`src/rtl/rw_arb_pkg.sv`:
```
package rw_arb_pkg;
    // What began on the previous command edge
    typedef enum logic [1:0] {
        LAST_NONE = 2'd0,
        LAST_RD   = 2'd1,
        LAST_WR   = 2'd2
    } arb_last_e;

    localparam int unsigned NUM_PORTS = 2;
    localparam int unsigned PORT_RD   = 0;
    localparam int unsigned PORT_WR   = 1;
endpackage

```
`src/rtl/rw_arb_fsm.sv`:
```
module rw_arb_fsm
    import rw_arb_pkg::*;
(
    input  logic clk,
    input  logic rst_n,
    input  logic rd_req,
    input  logic wr_req,
    output logic rd_go,
    output logic wr_go,
    output logic rd_start,
    output logic wr_start,
    output logic rd_drop,
    output logic wr_drop
);
    arb_last_e cur_q, nxt_d;
    logic      rd_ign_d, wr_ign_d;

    // State register
    always_ff @(posedge clk or negedge rst_n) begin
        if (!rst_n) cur_q <= LAST_NONE;
        else        cur_q <= nxt_d;
    end

    // Arbitration and next state
    always_comb begin
        nxt_d    = LAST_NONE;
        rd_go    = 1'b0;
        wr_go    = 1'b0;
        rd_ign_d = 1'b0;
        wr_ign_d = 1'b0;
        unique case (cur_q)
            LAST_NONE: begin
                if (rd_req) begin
                    rd_go = 1'b1;
                    nxt_d = LAST_RD;
                end else if (wr_req) begin
                    wr_go = 1'b1;
                    nxt_d = LAST_WR;
                end
            end
            LAST_RD: begin
                rd_ign_d = rd_req;
                if (wr_req) begin
                    wr_go = 1'b1;
                    nxt_d = LAST_WR;
                end
            end
            LAST_WR: begin
                wr_ign_d = wr_req;
                if (rd_req) begin
                    rd_go = 1'b1;
                    nxt_d = LAST_RD;
                end
            end
            default: nxt_d = LAST_NONE;
        endcase
    end

    // Outputs
    always_ff @(posedge clk or negedge rst_n) begin
        if (!rst_n) begin
            rd_drop <= 1'b0;
            wr_drop <= 1'b0;
        end else begin
            rd_drop <= rd_ign_d;
            wr_drop <= wr_ign_d;
        end
    end

    assign rd_start = (cur_q == LAST_RD);
    assign wr_start = (cur_q == LAST_WR);
endmodule

```
`src/rtl/rw_arb_addr_reg.sv`:
```
module rw_arb_addr_reg #(
    parameter int unsigned W = 20
) (
    input  logic         clk,
    input  logic         rst_n,
    input  logic         load,
    input  logic [W-1:0] d,
    output logic [W-1:0] q
);
    always_ff @(posedge clk or negedge rst_n) begin
        if (!rst_n)    q <= '0;
        else if (load) q <= d;
    end
endmodule

```
`src/rtl/rw_start_arbiter.sv`:
```
module rw_start_arbiter
    import rw_arb_pkg::*;
#(
    parameter int unsigned ADDR_W = 20
) (
    input  logic              clk,
    input  logic              rst_n,
    input  logic              rd_sel_n,
    input  logic              wr_sel_n,
    input  logic [ADDR_W-1:0] addr,
    output logic              rd_start,
    output logic              wr_start,
    output logic [ADDR_W-1:0] rd_addr,
    output logic [ADDR_W-1:0] wr_addr,
    output logic              rd_drop,
    output logic              wr_drop
);
    logic                           rd_go, wr_go;
    logic [NUM_PORTS-1:0]           load_v;
    logic [NUM_PORTS-1:0][ADDR_W-1:0] addr_q;

    rw_arb_fsm u_fsm (
        .clk      (clk),
        .rst_n    (rst_n),
        .rd_req   (~rd_sel_n),
        .wr_req   (~wr_sel_n),
        .rd_go    (rd_go),
        .wr_go    (wr_go),
        .rd_start (rd_start),
        .wr_start (wr_start),
        .rd_drop  (rd_drop),
        .wr_drop  (wr_drop)
    );

    assign load_v[PORT_RD] = rd_go;
    assign load_v[PORT_WR] = wr_go;

    for (genvar p = 0; p < NUM_PORTS; p++) begin : g_addr
        rw_arb_addr_reg #(.W(ADDR_W)) u_areg (
            .clk   (clk),
            .rst_n (rst_n),
            .load  (load_v[p]),
            .d     (addr),
            .q     (addr_q[p])
        );
    end

    assign rd_addr = addr_q[PORT_RD];
    assign wr_addr = addr_q[PORT_WR];
endmodule

```
`config.mk`:
```
export PLATFORM = sky130hd
export DESIGN_NAME = rw_start_arbiter
export DESIGN_NICKNAME = d
export VERILOG_FILES = /design/src/rtl/rw_arb_pkg.sv /design/src/rtl/rw_arb_fsm.sv /design/src/rtl/rw_arb_addr_reg.sv /design/src/rtl/rw_start_arbiter.sv
export SDC_FILE = /design/constraint.sdc
export NUM_CORES = 1
export LEC_CHECK = 0
export BUFFER_PORTS_ARGS = -buffer_cell sky130_fd_sc_hd__clkbuf_2
export CORE_UTILIZATION = 43
export CTS_CLUSTER_DIAMETER = 100
export DETAILED_ROUTE_END_ITERATION = 8
export PLACE_DENSITY = 0.78
export SYNTH_ARGS = -nofsm -noshare
export SYNTH_HDL_FRONTEND = slang
export SYNTH_SLANG_ARGS = --single-unit
```
`constraint.sdc`:
```
create_clock -name clk -period 1.3 [get_ports clk]
set_input_delay 0.065 -clock clk [delete_from_list [all_inputs] [get_ports clk]]
set_output_delay 0.065 -clock clk [all_outputs]
set_load 0.01 [all_outputs]
```
==> summary.md <==
| Metric | Value |
|---|---|
| Setup crit end kind | flip-flop |
| Critical path class | flip-flop to flip-flop |
| Maxcap violations | 0 |
| Critical-path top delay cell | or3_4 |
| Status | complete, but fails checks |
| Worst Path Arrival | 1520 ps |
| Synth Warn # | 0 |
| Initial antenna violation count | 0 |
| Max stage delay on crit path | 460 ps |
| Clock-pin slew on the worst setup and hold paths | 80 ps |
| Post-route clock period utilization | 103.5% |
| Initial DRC Count | 15 |
| Drt total wl | 3340 microns |
| Final TNS setup | -534.8 ps |
| Post-Synthesis Cell Area | 1699 sq um |
| Max FO, Critical Path | 6 |
| Detailed-route via count | 1,058 |
| Final GP Congestion | between 0.6 and 0.7 |
| Chip Height | 64.86 microns |
| Share of the yosys chip area belonging to registers | around two thirds |
| Hold Fails Final Rpt | 0 |
| Critical Path RT | 1480 ps |
| Number of routed nets with antenna violations | 0 |
| Post-layout util | about three fifths |
| Hold crit path type | input port to flip-flop |
| Worst-skew pair later-pin latency | 290 ps |
| Crit-path leading delay family | simple AND/OR/NAND/NOR gates |
| WL/cell | approximately 15 microns |
| TritonCTS Buffers | 5 |
| Leakage power total | roughly 1.2 nW |
| Worst Tran Pin Value | 541.5 ps |
| Register-to-register setup slack | -40 ps |
| Syn Nets | 119 |
| DRC | 0 |
| Mean Syn Cell Area | 17.89 sq um |
| Setup Buffers After CTS | 0 |
| DIE WIDTH | roughly 65 microns |
| FMAX | about 740 MHz |
| Vias in the first global route | 1,066 |
| Clock Path Buffers | 2 |
| Overall global routing resource usage | 17.16% |
| Layout Area Growth over Synthesis | 32.99% |
| First-pass GRT wire length | 5340 microns |
| Die area | 4207 sq um |
| Worst setup margin | -44.89 ps |
| Core Rows | 22 |
| Relative slew slack | 63.90% |
| CTS tree | yes |
| I/O Buffers | 67 |
| Violations in the final reports | setup timing |
| Power density cells | between 1000 and 1500 nW/um^2 |
| Commonest non-fill, non-tap cell in the layout | clkbuf_2 |
| Fin nets | just under 200 |
| Initial Util | a little under half |
| Peak supply drop | 0.7711 mV |
| H-tree level count | 2 |
| Crit path cell chain | or3_4 > mux2_4 |
| Crit start category | flip-flop |
| Layout cells sized above 1 | 71.43% |
| Post-synth cell types | 9 |
| Most frequent cells in the layout | 67 x clkbuf_2, 43 x dfrtp_1, 21 x mux2_2 |
| Largest net degree at the start of global routing | 45 |
| Core Region | 3716 sq um |
| Vias per inst | roughly 4.7 |
| #FFs+latches synth | between 40 and 50 |
| Clk sinks | 44 |
| Synth Instances | 95 |
| Fin. max-slew vios | 0 |
| Root Buffer | clkbuf_8 |
| Bufs and invs on worst path | 0 |
| DRT Pass-1 Iters | 3 |
| RSZ-0062 raised after global routing | true |
| Final setup fails | 19 |
| Min cycle time layout | 1345 ps |
| Final Skew | between 4 and 5 ps |
| Dpl hpwl | 2215 microns |
| Ports | 68 |
| Diodes inserted | 0 |
| Global route total overflow | 0 |
-- registers in the layout, indices dropped and copies added, names as in the netlist --
signal and flops:
u_fsm.cur_q 2, u_fsm.rd_drop 1, u_fsm.wr_drop 1, g_addr.u_areg.q 40
-- final timing paths --
kind,from,end,depth (start not counted)
worst max-delay path,u_fsm.cur_q[1]$_DFF_PN0_,g_addr[1].u_areg.q[3]$_DFFE_PN0P_,2
worst min-delay path,wr_sel_n,u_fsm.wr_drop$_DFF_PN0_,2
worst max register to register,u_fsm.cur_q[1]$_DFF_PN0_,g_addr[1].u_areg.q[3]$_DFFE_PN0P_,2
worst min register to register,g_addr[0].u_areg.q[5]$_DFFE_PN0P_,g_addr[0].u_areg.q[5]$_DFFE_PN0P_,1
max in group asynchronous,rst_n,u_fsm.cur_q[1]$_DFF_PN0_,3
min in group asynchronous,rst_n,g_addr[0].u_areg.q[2]$_DFFE_PN0P_,3
-- where the power goes --
| part | internal [mW] | total, mW | switching, mW |
|---|---|---|---|
| registers | 1.59 | 1.72 | 0.126 |
| clock network | 0.424 | 0.860 | 0.437 |
| logic | 0.456 | 0.804 | 0.348 |
-- synth_stat cells, drive strengths merged --
cell type  number  area (sq um)
dfrtp          44          1101
mux2           40         521.8
buf             4         32.53
nor2b           4         25.02
inv             1         3.750
nor2            1         3.750
or3             1         11.26
-- layout make-up --
| class | instances | area, sq um |
|---|---|---|
| Fill cell | 315 | 1456 |
| Sequential cell | 44 | 1102 |
| Multi-Input combinational cell | 49 | 603.1 |
| Timing Repair Buffer | 73 | 397.9 |
| Clock buffer | 6 | 82.58 |
| Tap cell | 48 | 60.06 |
| Clock inverter | 2 | 10.01 |
| Inverter | 1 | 3.754 |
-- kinds of logic after synthesis --
kind of cell,count (synthesis),share of synthesized area [%]
buf+inv,5,2.135
flops,44,64.80
mux,40,30.71
simple gates,6,2.356
-- layer usage --
| metal | global-route usage, % | share of wire, % |
|---|---|---|
| met1 | 22.44 | 44 |
| met2 | 27.34 | 51 |
| met3 | 4.225 | 3.7 |
| met4 | 6.667 | 1.3 |
| met5 | 0 | 0 |
-- worst reg2reg max path, stage by stage (launching register included) --
cell and delay (ps):
dfrtp_2 450, or3_4 460, mux2_4 330
-- per-stage QoR --
step / std cells / cell area (sq um) / worst slack (ps) / hold slack (ps) / power, mW
after floorplan: 95 / 1707 / -29.42 / -230.6 / 2.179
after global placement: 210 / 2095 / -77.74 / 152.0 / 2.498
after detailed placement: 210 / 2095 / -110.3 / 175.7 / 2.532
after CTS: 222 / 2247 / -71.99 / -10.17 / 3.420
after global routing: 223 / 2260 / -74.69 / 3.951 / 3.562
final: 223 / 2260 / -44.89 / 13.28 / 3.383
-- what timing repair did --
item | CTS | global route
endpoints found under the hold margin | 46 | 0
resized for setup | 6 | 2
hold buffers | 2 | 0
pin swaps | 2 | 4
cloned | 2 | 1
setup endpoints to repair | 30 | 20
No activity file was read; power rests on OpenSTA's default activity.
